## config.mk

```make
export PLATFORM = sky130hd
export DESIGN_NAME = cpwm_deadband
export DESIGN_NICKNAME = d
export VERILOG_FILES = /design/src/rtl/cpwm_pkg.sv /design/src/rtl/cpwm_prescaler.sv /design/src/rtl/cpwm_pair.sv /design/src/rtl/cpwm_deadband.sv
export SDC_FILE = /design/constraint.sdc
export NUM_CORES = 1
export LEC_CHECK = 0
export BUFFER_PORTS_ARGS = -buffer_cell sky130_fd_sc_hd__clkbuf_2
export CAP_MARGIN = 30
export CORE_UTILIZATION = 25
export CTS_CLUSTER_DIAMETER = 30
export CTS_CLUSTER_SIZE = 8
export DETAILED_ROUTE_END_ITERATION = 8
export GPL_TIMING_DRIVEN = 0
export SYNTH_ARGS = -nofsm -noshare
export SYNTH_HDL_FRONTEND = slang
export SYNTH_SLANG_ARGS = --single-unit
```

## constraint.sdc

```tcl
create_clock -name clk -period 2.05 [get_ports clk]
set_input_delay 0.1025 -clock clk [delete_from_list [all_inputs] [get_ports clk]]
set_output_delay 0.1025 -clock clk [all_outputs]
set_load 0.03 [all_outputs]
```

## src/rtl/cpwm_pkg.sv

```systemverilog
package cpwm_pkg;
    localparam int PS_CODE_W = 2;
    localparam int PS_CNT_W  = 3;
    typedef logic [PS_CODE_W-1:0] ps_code_t;
    typedef enum logic {CFG_TIMING = 1'b0, CFG_SELECT = 1'b1} cfg_target_e;
endpackage

```

## src/rtl/cpwm_prescaler.sv

```systemverilog
module cpwm_prescaler
    import cpwm_pkg::*;
(
    input  logic     clk,
    input  logic     rst_n,
    input  logic     clr,
    input  ps_code_t code,
    output logic     tick
);
    logic [PS_CNT_W-1:0] cnt_d, cnt_q;
    logic [PS_CNT_W-1:0] last;

    always_comb begin
        last = (PS_CNT_W'(1) << code) - PS_CNT_W'(1);
        tick = (cnt_q == last);
        if (clr || tick) cnt_d = '0;
        else             cnt_d = cnt_q + PS_CNT_W'(1);
    end

    always_ff @(posedge clk or negedge rst_n) begin
        if (!rst_n) cnt_q <= '0;
        else        cnt_q <= cnt_d;
    end
endmodule

```

## src/rtl/cpwm_pair.sv

```systemverilog
module cpwm_pair #(
    parameter int DTW = 6
) (
    input  logic           clk,
    input  logic           rst_n,
    input  logic           duty,
    input  logic           indep,
    input  logic           sel_rise,
    input  logic           sel_fall,
    input  logic [DTW-1:0] gap_a,
    input  logic [DTW-1:0] gap_b,
    input  logic           tick_a,
    input  logic           tick_b,
    output logic           hi,
    output logic           lo,
    output logic           load
);
    typedef struct packed {
        logic           prev;
        logic [DTW-1:0] cnt;
        logic           use_b;
        logic           to_hi;
        logic           hi;
        logic           lo;
    } pair_st_t;

    pair_st_t st_d, st_q;
    logic rise, fall, pick_b, step;
    logic [DTW-1:0] gap;

    always_comb begin
        st_d   = st_q;
        st_d.prev = duty;
        load   = 1'b0;
        rise   = duty & ~st_q.prev;
        fall   = ~duty & st_q.prev;
        pick_b = rise ? sel_rise : sel_fall;
        gap    = pick_b ? gap_b : gap_a;
        step   = st_q.use_b ? tick_b : tick_a;
        if (indep) begin
            st_d.hi  = duty;
            st_d.lo  = ~duty;
            st_d.cnt = '0;
        end else if (rise || fall) begin
            load       = 1'b1;
            st_d.use_b = pick_b;
            st_d.to_hi = rise;
            st_d.cnt   = gap;
            if (gap == '0) begin
                st_d.hi = rise;
                st_d.lo = ~rise;
            end else begin
                st_d.hi = 1'b0;
                st_d.lo = 1'b0;
            end
        end else if (st_q.cnt != '0 && step) begin
            st_d.cnt = st_q.cnt - DTW'(1);
            if (st_q.cnt == DTW'(1)) begin
                st_d.hi = st_q.to_hi;
                st_d.lo = ~st_q.to_hi;
            end
        end
    end

    always_ff @(posedge clk or negedge rst_n) begin
        if (!rst_n) st_q <= '{prev: 1'b0, cnt: '0, use_b: 1'b0, to_hi: 1'b0, hi: 1'b0, lo: 1'b1};
        else        st_q <= st_d;
    end

    assign hi = st_q.hi;
    assign lo = st_q.lo;
endmodule

```

## src/rtl/cpwm_deadband.sv

```systemverilog
module cpwm_deadband
    import cpwm_pkg::*;
#(
    parameter int NPAIR = 4,
    parameter int DTW   = 6
) (
    input  logic                 clk,
    input  logic                 rst_n,
    input  logic                 run_en,
    input  logic                 cfg_wr,
    input  logic                 cfg_sel,
    input  logic [2*(DTW+2)-1:0] cfg_data,
    input  logic [NPAIR-1:0]     duty_in,
    output logic [NPAIR-1:0]     out_hi,
    output logic [NPAIR-1:0]     out_lo
);
    localparam int TIMW = 2*(DTW+2);
    localparam int SELW = 3*NPAIR;

    typedef struct packed {
        logic [TIMW-1:0] tim;
        logic [SELW-1:0] sel;
    } cfg_t;

    cfg_t cfg_d, cfg_q;
    logic wr_ok, pre_clr;
    logic [NPAIR-1:0] load;
    logic [DTW-1:0] gap_val [2];
    ps_code_t       ps_val  [2];
    logic [1:0]     tick;
    logic [NPAIR-1:0] mode;

    always_comb begin
        cfg_d = cfg_q;
        wr_ok = cfg_wr & ~run_en;
        if (wr_ok) begin
            if (cfg_target_e'(cfg_sel) == CFG_SELECT) cfg_d.sel = cfg_data[SELW-1:0];
            else                                      cfg_d.tim = cfg_data;
        end
        pre_clr = wr_ok | (|load);
    end

    always_ff @(posedge clk or negedge rst_n) begin
        if (!rst_n) cfg_q <= '0;
        else        cfg_q <= cfg_d;
    end

    assign mode = cfg_q.sel[3*NPAIR-1:2*NPAIR];

    for (genvar v = 0; v < 2; v++) begin : g_val
        assign gap_val[v] = cfg_q.tim[v*(DTW+2) +: DTW];
        assign ps_val[v]  = cfg_q.tim[v*(DTW+2)+DTW +: 2];
        cpwm_prescaler u_pre (
            .clk  (clk),
            .rst_n(rst_n),
            .clr  (pre_clr),
            .code (ps_val[v]),
            .tick (tick[v])
        );
    end

    for (genvar p = 0; p < NPAIR; p++) begin : g_pair
        cpwm_pair #(.DTW(DTW)) u_pair (
            .clk     (clk),
            .rst_n   (rst_n),
            .duty    (duty_in[p]),
            .indep   (mode[p]),
            .sel_rise(cfg_q.sel[2*p]),
            .sel_fall(cfg_q.sel[2*p+1]),
            .gap_a   (gap_val[0]),
            .gap_b   (gap_val[1]),
            .tick_a  (tick[0]),
            .tick_b  (tick[1]),
            .hi      (out_hi[p]),
            .lo      (out_lo[p]),
            .load    (load[p])
        );
    end
endmodule

```

After elaboration in Yosys (flattened, before gate mapping)

Index checks and enable logic that the tools add are counted.

Flip-flop bits (word level): 78
Output and inout port bits: 8

$add $sub $neg: 8
Equal/unequal tests: 6
Shifts and indexed selects: 2
Mux-type cells: 54
Bitwise gates (word level): 32
Reductions and logical operators: 37

Operator list:

| kind                                                                  | number |
|---|---|
| 6-bit two-way mux                                                     | 16 |
| 2-bit two-way mux                                                     | 20 |
| 6-bit by 1-bit equality test with 1-bit output, second input constant | 4 |
| 6-bit zero test                                                       | 4 |
| 3-bit nonzero test                                                    | 8 |
| 6-bit nonzero test                                                    | 4 |
| 6-bit by 1-bit subtractor with 6-bit output, second input constant    | 4 |
| 1-bit NOT                                                             | 22 |
| 2-bit AND reduction                                                   | 10 |
| 1-bit two-way mux                                                     | 16 |
| 1-bit AND                                                             | 9 |
| 3-bit by 1-bit adder with 3-bit output, second input constant         | 2 |
| 3-bit equality test                                                   | 2 |
| 1-bit logical OR                                                      | 6 |
| 3-bit two-way mux                                                     | 2 |
| 1-bit by 2-bit left shift with 3-bit output, first input constant     | 2 |
| 3-bit by 2-bit subtractor with 3-bit output, second input constant    | 2 |
| 1-bit logical AND                                                     | 4 |
| 4-bit OR reduction                                                    | 1 |
| 1-bit bitwise OR                                                      | 1 |

Longest topological paths before layout

Gate-level depths: netlist of run 1.

Word-level depth: 9
Depth in mapped cells: 8
Depth with buffers taken out: 7

Hierarchy

Synthesis of run 1 repeated with hierarchy kept, for this count alone.

Cell total of the unflattened synthesis: 429
Area, all modules: 4573.1 µm²

Modules (own cells, without submodules):

| module         | times used | cells each | area an instance (µm²) |
|---|---|---|---|
| cpwm_pair      | 4          | 83         | 783.3 |
| cpwm_deadband  | 1          | 63         | 1079.8 |
| cpwm_prescaler | 2          | 17         | 180.2 |

Worst setup path after synthesis of run 1

OpenSTA, ideal clock, no wires.

Path kind: register to register
Start point: register cfg_q[27] in the netlist's numbering
End point: register g_pair[0].u_pair.st_q, in the netlist g_pair[0].u_pair.hi
Arrival: 1996 ps
Required time: 1922 ps
Slack: -73 ps
Cell stages (with the launch flop): 7
Period minus slack after synthesis: 2123 ps
Cells stage by stage: dfrtp_1 or3_4 o32ai_4 buf_6 nor3_1 o31ai_2 mux2_1

Word-level cells in the longest chain between the ends: 7

RTL lines:

| item                                        | line                 | RTL |
|---|---|---|
| start: declaration                          | cpwm_deadband.sv:25  | `cfg_t cfg_d, cfg_q;` |
| start signal: assignment                    | cpwm_deadband.sv:45  | `else cfg_q <= cfg_d;` |
| 1-bit by 2-bit left shift with 3-bit output | cpwm_prescaler.sv:14 | `last = (PS_CNT_W'(1) << code) - PS_CNT_W'(1);` |
| 3-bit by 2-bit subtractor with 3-bit output | cpwm_prescaler.sv:14 |  |
| 3-bit equality test                         | cpwm_prescaler.sv:15 | `tick = (cnt_q == last);` |
| 1-bit two-way mux                           | cpwm_pair.sv:39      | `step = st_q.use_b ? tick_b : tick_a;` |
| 1-bit logical AND                           | cpwm_pair.sv:56      | `end else if (st_q.cnt != '0 && step) begin` |
| 3-bit nonzero test (no source line)         | -                    |  |
| 2-bit AND reduction (no source line)        | -                    |  |
| end signal: assignment                      | cpwm_pair.sv:66      | `if (!rst_n) st_q <= '{prev: 1'b0, cnt: '0, use_b: 1'b0, to_hi: 1'b0, hi: 1'b0, lo: 1'b1};` |
| end signal: assignment                      | cpwm_pair.sv:67      | `else st_q <= st_d;` |
| end: declaration                            | cpwm_pair.sv:27      | `pair_st_t st_d, st_q;` |

Every way passes these cells.
A chain may end at the register's enable or synchronous reset.

Worst setup path in the final report of run 1

Start point: register g_val[1].u_pre.cnt_q[1]
End point: register g_pair[1].u_pair.st_q, in the netlist g_pair[1].u_pair.hi

Word-level cells in the longest chain between the ends: 5

RTL lines:

| item                                 | line                 | RTL |
|---|---|---|
| start: declaration                   | cpwm_prescaler.sv:10 | `logic [PS_CNT_W-1:0] cnt_d, cnt_q;` |
| start signal: assignment             | cpwm_prescaler.sv:22 | `else cnt_q <= cnt_d;` |
| 3-bit equality test                  | cpwm_prescaler.sv:15 |  |
| 1-bit two-way mux                    | cpwm_pair.sv:39      |  |
| 1-bit logical AND                    | cpwm_pair.sv:56      |  |
| 3-bit nonzero test (no source line)  | -                    |  |
| 2-bit AND reduction (no source line) | -                    |  |
| end signal: assignment               | cpwm_pair.sv:66      |  |
| end signal: assignment               | cpwm_pair.sv:67      |  |
| end: declaration                     | cpwm_pair.sv:27      |  |

Every way passes these cells.

==> results.yml, run 1 <==
status:
  outcome: "finished, violations left"
  violations: "negative setup slack"
sta:
  finalHoldViolations: 0
  timing.hold.ws_ns: 0.01972
  finalSetupViolCount: 17
  max_slew_margin: 0.5325
  slew_viol_final: 0
  finalCritPeriodShare: 1.063
  tightest_slew_ns: 0.7013
  fin_skew_ns: 0.01073
  fin_ws_ns: -0.1298
  rsz0062_at_grt: "yes"
  fin_crit_ns: 2.180
  max_freq_ghz: 0.4588
logic_synthesis:
  synth_area_mm2: 0.005005
  ys_seq_elements: 78
  synthArstFlopShare: 1.000
  synth_nets: 547
  synthFlopType: "dfrtp_1"
  netlist_instances: 504
  synth-edff-count: 0
  synthDistinctLibCells: 54
  syn_avg_cell_area_um2: 9.930
  ys_warn_count: 0
  yosysSeqAreaShare: 0.3910
detailed_routing:
  routedWlPerCell_um: 17.16
  vias: 4439
  drtIter0Drc: 353
  avgViaCountPerCell: 5.174
  drtAntennaViolNets: 0
  routed_wl_um: 14720
  drcViolationCount: 0
  drt_pass1_iterations: 7
layout:
  nFillCells: 2054
  nets: 631
  multi_input_area_mm2: 0.003105
  register_area_mm2: 0.001958
  areaGrowthSynthToFinish_pct: 30.67
  design_area_mm2: 0.006540
  drive_gt1_frac: 0.3390
  antennaDiodeCount: 0
die:
  die_h_um: 143.5
  rows: 51
  initial_utilization: 0.2563
  die_area_mm2: 0.02059
  fp.coreArea_mm2: 0.01953
  die_w_um: 143.5
  io_pins: 33
global_route:
  grt_use_total: 0.1460
  grt_max_degree: 45
  grt_overflow: 0
  grt_pass1_vias: 4230
  antenna_found_initial: 0
  grt_pass1_wl_um: 22860
critical_path:
  critPathRequiredTime_ns: 2.28
  crit_path_end_kind: "register"
  critPathMaxFanout: 6
  criticalPathCategory: "register to register"
  crit_arrival_ns: 2.41
  startpoint_type: "register"
cts:
  path_clk_slew_ns: 0.06
  numCtsBuffers: 9
  htreeDepth: 3
  clk_latency_ns: 0.34
  cts_tree: "yes"
  clock-sinks: 78
  cts.path.max_buffers: 2
  root_buffer: "clkbuf_16"
power:
  peakVddDrop_mv: 0.5028
  p_leak_nw: 2.685
  power_switching_share: 0.4005
  p_comb_frac: 0.436
  p_per_area_mw_per_mm2: 1091
  pwr-share-clk: 0.224
  seq_power_share: 0.340
  p_sw_w: 0.002857
  power.internal_w: 0.004275
placement:
  hpwlAfterDp_um: 10010
  gp_congestion: 0.8487
  io_buffer_count: 32
  dpl_cell_area_mm2: 0.005532
worst_hold_path:
  hp-class: "input port to register"
job:
  drv_cap: 0
[cell type report]
| cell class | instances | area share |
|---|---|---|
| tap | 265 | 0.05070 |
| timing repair buffer | 75 | 0.08762 |
| multi-input combinational | 367 | 0.4748 |
| clock buffer | 9 | 0.03444 |
| buffer | 29 | 0.02698 |
| clock inverter | 7 | 0.009948 |
| sequential | 78 | 0.2994 |
| inverter | 28 | 0.01607 |
[critical path, cell delays in order (launching register included)]
cell and delay [ns]:
dfrtp_1 0.38, or3_4 0.42, o32ai_4 0.26, buf_12 0.17, buf_12 0.12, nor3_4 0.04
o31ai_2 0.22, buf_4 0.18, mux2_4 0.29
[logic make-up after synthesis]
kind of cell,Yosys count,synth area share
AO/OA/AOI/OAI,137,0.2223
XOR/XNOR,2,0.003501
adder cells (fa/ha/maj),18,0.04500
buffers and inverters,59,0.05300
flip-flops,78,0.3910
multiplexers,50,0.1095
AND/OR/NAND/NOR,160,0.1757
[through the flow]
step / cells / util / setup WS (ns) / total power (W) / TNS [ns]
after floorplan: 504 / - / -0.07336 / 0.004178 / -0.2220
after global placement: 801 / 0.2815 / -0.4602 / 0.004866 / -8.468
after detailed placement: 803 / 0.2833 / -0.4799 / 0.004891 / -8.766
after CTS: 856 / 0.3218 / -0.1485 / 0.006850 / -1.863
after global routing: 858 / 0.3349 / -0.1874 / 0.007556 / -2.707
final: 858 / 0.3349 / -0.1298 / 0.007132 / -0.9938
[power by group through the flow]
| stage | Clock, W | Combinational [W] | Sequential [W] |
|---|---|---|---|
| 2_1_floorplan | 0 | 0.00193 | 0.00225 |
| 3_3_place_gp | 0 | 0.00247 | 0.00239 |
| 3_5_place_dp | 0 | 0.00249 | 0.00240 |
| 4_1_cts | 0.00163 | 0.00283 | 0.00239 |
| 5_1_grt | 0.00169 | 0.00338 | 0.00249 |
| 6_report | 0.00160 | 0.00311 | 0.00243 |
[placed cells by master, fill, tap and decap left out, types with 15 or more instances in the layout]
| cell type | instances |
|---|---|
| buf_4 | 32 |
| mux2_2 | 31 |
| nor3_1 | 16 |
| nor2b_1 | 22 |
| o21ai_0 | 15 |
| a21oi_1 | 25 |
| nor2_1 | 27 |
| dfrtp_1 | 73 |
| nand2_1 | 18 |
| clkbuf_2 | 34 |
| inv_1 | 28 |
[cells in the mapped netlist (all sizes together), types with 2 or more instances]
master	count	area (um2)
o2111a	6	67.56
xnor2	2	17.52
nand3b	4	30.03
nor3	23	115.1
o211a	5	50.05
a21oi	27	150.2
and3	10	62.56
o31ai	4	50.05
clkbuf	17	63.81
o32ai	2	55.05
dfstp	4	105.1
or4	6	45.04
o21ai	18	90.09
o311ai	4	35.03
nor4b	3	26.28
nand2b	2	12.51
nor2b	22	137.6
inv	28	105.1
nor2	28	105.1
o211ai	11	92.58
nand4b	2	17.52
and2	2	12.51
nand2	18	67.56
dfrtp	74	1852
a211oi	14	105.1
a211o	7	61.31
nand3	14	70.07
a311oi	12	130.1
nor4	19	118.9
a22oi	4	30.03
o41ai	4	35.03
ha	18	225.2
mux2i	12	120.1
or3	4	35.03
mux2	38	427.9
buf	14	96.34
a21boi	3	22.52
o2111ai	8	70.07
a21o	6	46.30
[final timing paths]
check                                         from                        to  slack [ns]  cells past startpoint
min in group asynchronous                    rst_n  g_pair[0].u_pair.st_q[8]        0.32                      2
hold / removal                        cfg_data[11]                 cfg_q[23]        0.02                      2
setup reg to reg           g_val[1].u_pre.cnt_q[1]       g_pair[1].u_pair.hi       -0.13                      8
hold reg to reg                g_pair[0].u_pair.hi       g_pair[0].u_pair.hi        0.49                      1
setup / recovery           g_val[1].u_pre.cnt_q[1]       g_pair[1].u_pair.hi       -0.13                      8
max in group asynchronous                    rst_n       g_pair[3].u_pair.lo        1.07                      3
[timing repair]
item                                    CTS  global route
hold endpoints to repair                 43             0
resized for setup                        36            55
hold buffers                             11             0
setup buffers                            27             4
endpoints found under the setup margin   38            38
pin swaps                                20            20
[per-layer routing]
metal,global-route usage,vias to the layer above,share of wire
met5,0,-,0
met3,0.03765,24,0.075
li1,-,2089,-
met4,0.04759,0,0.017
met2,0.2205,154,0.44
met1,0.2015,2172,0.46
[sequential cells by signal, summed over array words and instances (netlist names)]
register and count:
cfg_q 28, g_pair.u_pair.hi 4, g_pair.u_pair.lo 4, g_pair.u_pair.st_q 36
g_val.u_pre.cnt_q 6
Power figures use the tool's default switching activity.
==> run 2: changes to the inputs <==
Settings changed: SYNTH_HIERARCHICAL set to 1.
==> results.yml, run 2 <==
status:
  outcome: "finished, violations left"
  violations: "negative setup slack"
sta:
  finalSetupViolCount: 30
  finalCritPeriodShare: 1.109
  max_slew_margin: 0.4605
  fin_ws_ns: -0.2225
  fin_skew_ns: 0.007738
  fin_crit_ns: 2.272
  finalHoldViolations: 0
  slew_viol_final: 0
  tightest_slew_ns: 0.8019
  timing.hold.ws_ns: 0.02160
  max_freq_ghz: 0.4401
  rsz0062_at_grt: "yes"
die:
  rows: 49
  die_w_um: 137.3
  fp.coreArea_mm2: 0.01796
  die_area_mm2: 0.01884
  io_pins: 33
  initial_utilization: 0.2546
  die_h_um: 137.3
placement:
  dpl_cell_area_mm2: 0.005120
  io_buffer_count: 32
  place_ws_ns: -0.4236
  hpwlAfterDp_um: 8251
  gp_congestion: 0.8106
logic_synthesis:
  synth_top_area_share: 0.4049
  synthFlopType: "dfrtp_1"
  synth-edff-count: 0
  synthDistinctLibCells: 44
  synth_top_area_cell: "dfrtp_1"
  ys_top_cells_by_area: "dfrtp_1 (40%), mux2_2 (8.9%), ha_1 (4.9%)"
  syn_avg_cell_area_um2: 10.66
  netlist_instances: 429
  synth_nets: 472
  synthTopCellsByCount: "dfrtp_1 (74), mux2_2 (36), inv_1 (33)"
  synthArstFlopShare: 1.000
  synth_area_mm2: 0.004573
  ys_warn_count: 6
  ys_seq_elements: 78
  yosysSeqAreaShare: 0.4279
  synth_most_common_cell: "dfrtp_1"
detailed_routing:
  drt_pass1_iterations: 4
  drtAntennaViolNets: 0
  routedWlPerCell_um: 16.49
  drtIter0Drc: 297
  routed_wl_um: 12150
  vias: 3816
  avgViaCountPerCell: 5.178
  drcViolationCount: 0
global_route:
  grt_max_degree: 50
  grt_pass1_wl_um: 19220
  grt_pass1_vias: 3765
  grt_use_total: 0.1339
  antenna_found_initial: 0
  grt_overflow: 0
cts:
  cts.path.max_buffers: 2
  clock-sinks: 78
  numCtsBuffers: 9
  path_clk_slew_ns: 0.06
  root_buffer: "clkbuf_16"
  htreeDepth: 3
  cts_tree: "yes"
  clk_latency_ns: 0.34
layout:
  antennaDiodeCount: 0
  design_area_mm2: 0.006005
  final_common_cell: "dfrtp_1"
  reg_top3: "g_pair.u_pair/st_q: 36 flops, cfg_q: 28 flops, g_val.u_pre/cnt_q: 6 flops"
  areaGrowthSynthToFinish_pct: 31.30
  largest_reg_flops: 36
  layout_common_cells: "dfrtp_1 (73), clkbuf_2 (35), inv_1 (33)"
  drive_gt1_frac: 0.3701
  nets: 546
  regMostFlops: "g_pair.u_pair/st_q"
  utilization: 0.3343
  nFillCells: 1785
power:
  peakVddDrop_mv: 0.3530
  p_per_area_mw_per_mm2: 1163
  p_comb_frac: 0.418
  seq_power_share: 0.351
  power_switching_share: 0.3731
  pwr-share-clk: 0.231
  power.internal_w: 0.004378
  p_leak_nw: 2.473
  p_sw_w: 0.002605
critical_path:
  rrSetupSlack_ns: -0.22
  crit_arrival_ns: 2.52
  criticalPathCategory: "register to register"
  crit_end: "g_pair[2].u_pair/st_q[6]"
  r2r-end: "g_pair[2].u_pair/st_q[6]"
  rr_worst_depth: 7
  critPathRequiredTime_ns: 2.29
  crit_start: "g_val[1].u_pre/cnt_q[2]"
  crit_path_end_kind: "register"
  startpoint_type: "register"
  critPathMaxFanout: 5
  reg2reg_from: "g_val[1].u_pre/cnt_q[2]"
job:
  drv_cap: 0
worst_hold_path:
  hp-class: "input port to register"
[run 2: layout make-up]
type | count | area [um2] | area share
buffer | 10 | 57.56 | 0.009585
clock buffer | 12 | 256.5 | 0.04272
clock inverter | 4 | 45.04 | 0.007502
inverter | 33 | 123.9 | 0.02063
multi-input combinational | 304 | 2783 | 0.4634
sequential | 78 | 1958 | 0.3261
tap | 229 | 286.5 | 0.04772
timing repair buffer | 67 | 494.2 | 0.08231
[run 2: logic make-up after synthesis]
| logic type | after synthesis | share of synthesized area |
|---|---|---|
| flip-flops | 78 | 0.4279 |
| adder cells (fa/ha/maj) | 18 | 0.04925 |
| multiplexers | 56 | 0.1324 |
| XOR/XNOR | 6 | 0.01149 |
| AND/OR/NAND/NOR | 123 | 0.1642 |
| AO/OA/AOI/OAI | 101 | 0.1729 |
| buffers and inverters | 47 | 0.04186 |
[run 2: worst min path at each step]
stage | depth (start not counted) | start | slack, ns | end
after global routing | 2 | cfg_data[3] | 0.01 | cfg_q[15]
after floorplan | 0 | rst_n | -0.19 | cfg_q[0]
final | 2 | cfg_data[5] | 0.02 | cfg_q[17]
after CTS | 2 | cfg_data[6] | 0.001 | cfg_q[6]
after global placement | 1 | duty_in[2] | 0.25 | g_pair[2].u_pair/st_q[10]
after detailed placement | 1 | rst_n | 0.12 | g_pair[2].u_pair/st_q[8]
[run 2: per-stage QoR]
step | TNS, ns | total power [W] | std cells
after floorplan | -0.1250 | 0.004062 | 429
after global placement | -3.866 | 0.004575 | 690
after detailed placement | -5.778 | 0.004677 | 691
after CTS | -1.501 | 0.006678 | 732
after global routing | -4.638 | 0.007403 | 737
final | -3.010 | 0.006983 | 737
[run 2: repair_timing]
item                                    CTS  global route
pin swaps                                30            25
resized for setup                        30            36
hold buffers                              9             0
setup buffers                            19             8
endpoints found under the setup margin   36            37
endpoints found under the hold margin    34             0
[run 2: layer usage]
metal	wire, um	track usage	vias to the layer above
met5	0	0	-
met4	259	0.05433	0
met3	404	0.02723	21
met2	5998	0.2127	78
met1	5490	0.1771	1924
li1	-	-	1793
[run 2: power groups by stage]
stage,logic [W],clock network [W],registers (W)
2_1_floorplan,0.00171,0,0.00236
3_3_place_gp,0.00219,0,0.00238
3_5_place_dp,0.00227,0,0.00240
4_1_cts,0.00260,0.00167,0.00241
5_1_grt,0.00316,0.00173,0.00252
6_report,0.00292,0.00161,0.00245
[run 2: critical path, cell delays in order (launching register included)]
cell	delay, ns
dfrtp_1	0.43
nor4bb_1	0.38
a22o_1	0.23
or2_4	0.20
mux2i_4	0.12
a21o_1	0.23
or3_4	0.35
a311oi_2	0.24
==> run 3: changes to the inputs <==
Settings changed: REMOVE_ABC_BUFFERS set to 1.
==> results.yml, run 3 (synthesized netlist as in run 2, its figures left out) <==
status:
  outcome: "finished, violations left"
  violations: "negative setup slack"
layout:
  utilization: 0.3425
  areaGrowthSynthToFinish_pct: 34.53
  nets: 563
  regMostFlops: "g_pair.u_pair/st_q"
  final_common_cell: "dfrtp_1"
  antennaDiodeCount: 0
  drive_gt1_frac: 0.3867
  design_area_mm2: 0.006152
  largest_reg_flops: 36
  layoutNonFillerInstCount: 754
  layout_common_cells: "dfrtp_1 (73), buf_4 (38), mux2_2 (35)"
  reg_top3: "g_pair.u_pair/st_q: 36 flops, cfg_q: 28 flops, g_val.u_pre/cnt_q: 6 flops"
placement:
  gp_congestion: 0.8168
  dpl_cell_area_mm2: 0.005005
  hpwlAfterDp_um: 7884
  dp_cells: 680
  io_buffer_count: 32
detailed_routing:
  routed_wl_um: 12340
  routedWlPerCell_um: 16.37
  drtIter0Drc: 265
  drtAntennaViolNets: 0
  drcViolationCount: 0
  avgViaCountPerCell: 5.190
  vias: 3913
  drt_pass1_iterations: 4
critical_path:
  worstPathCellList: "or3_4, a21oi_2, or2_4, mux2i_4, o41a_1, a211oi_2, buf_4, a221oi_2"
  path_delay_family: "compound AO/OA/AOI/OAI gates"
  critPathRequiredTime_ns: 2.31
  critPathMaxFanout: 4
  slowest_stage: "o41a_1"
  startpoint_type: "register"
  crit_arrival_ns: 2.54
  cpPeakStageDelay_ns: 0.44
  crit_path_end_kind: "register"
  critPathBufInv: 1
  criticalPathCategory: "register to register"
cts:
  clock-sinks: 78
  cts.path.max_buffers: 2
  numCtsBuffers: 9
  cts_tree: "yes"
  path_clk_slew_ns: 0.06
  htreeDepth: 3
  clk_latency_ns: 0.35
  root_buffer: "clkbuf_16"
sta:
  finalCritPeriodShare: 1.111
  tightest_slew_ns: 0.9852
  max_freq_ghz: 0.4390
  rsz0062_at_grt: "yes"
  finalSetupViolCount: 29
  slew_viol_final: 0
  fin_skew_ns: 0.007799
  max_slew_margin: 0.3425
  fin_crit_ns: 2.278
  tns_ns: -3.110
  fin_ws_ns: -0.2278
  finalHoldViolations: 0
global_route:
  grt_max_degree: 66
  grt_use_total: 0.1365
  antenna_found_initial: 0
  grt_overflow: 0
  grt_pass1_wl_um: 19790
  grt_pass1_vias: 3997
die:
  fp.coreArea_mm2: 0.01796
  die_area_mm2: 0.01884
  initial_utilization: 0.2546
  rows: 49
  die_w_um: 137.3
  die_h_um: 137.3
  io_pins: 33
power:
  p_leak_nw: 2.537
  p_per_area_mw_per_mm2: 1156
  peakVddDrop_mv: 0.4918
worst_hold_path:
  hp-class: "input port to register"
job:
  drv_cap: 0
run 3: per-stage QoR:
stage / setup WS, ns / power (W) / hold WS, ns
final: -0.2278 / 0.007112 / 0.01315
after global routing: -0.2736 / 0.007532 / 0.005151
after CTS: -0.1517 / 0.006820 / 0.0008323
after detailed placement: -0.5866 / 0.004536 / 0.01187
after global placement: -0.5239 / 0.004433 / 0.2463
after floorplan: -0.1059 / 0.003923 / -0.1931
run 3: report_power, final:
part	internal [W]	total (W)	switching, W
Combinational	0.00153	0.00301	0.00148
Sequential	0.00192	0.00244	0.000521
Clock	0.00101	0.00165	0.000646
Total	0.00446	0.00711	0.00265
run 3: layout make-up:
class / count / area (um2)
clock buffers: 11 / 252.7
repair buffers: 94 / 718.2
well taps: 229 / 286.5
clock inverters: 5 / 57.56
flip-flops and latches: 78 / 1958
multi-input cells: 304 / 2755
inverters: 33 / 123.9
fillers: 1755 / 11810
run 3: what timing repair did:
item / in CTS / in global routing
gates resized for setup: 49 / 23
hold endpoints to repair: 90 / 0
hold buffers: 13 / 0
buffers inserted: 27 / 18
cloned: 0 / 0
endpoints found under the setup margin: 38 / 36
pin swaps: 33 / 25
run 3: final timing paths:
path | from | end | slack [ns] | cells after the start
max | g_val[1].u_pre/cnt_q[1] | g_pair[1].u_pair/lo | -0.23 | 8
min | cfg_data[11] | cfg_q[11] | 0.01 | 2
max reg2reg | g_val[1].u_pre/cnt_q[1] | g_pair[1].u_pair/lo | -0.23 | 8
min reg2reg | g_pair[2].u_pair/lo | g_pair[2].u_pair/lo | 0.48 | 2
max in group asynchronous | rst_n | g_pair[1].u_pair/lo | 1.22 | 3
min in group asynchronous | rst_n | g_pair[0].u_pair/hi | 0.21 | 2
run 3: per-layer routing:
layer	wire length [um]	vias up	global-route usage
met5	0	-	0
met4	301	0	0.05067
met3	440	24	0.03606
met2	6151	89	0.2270
met1	5445	1987	0.1689
li1	-	1813	-
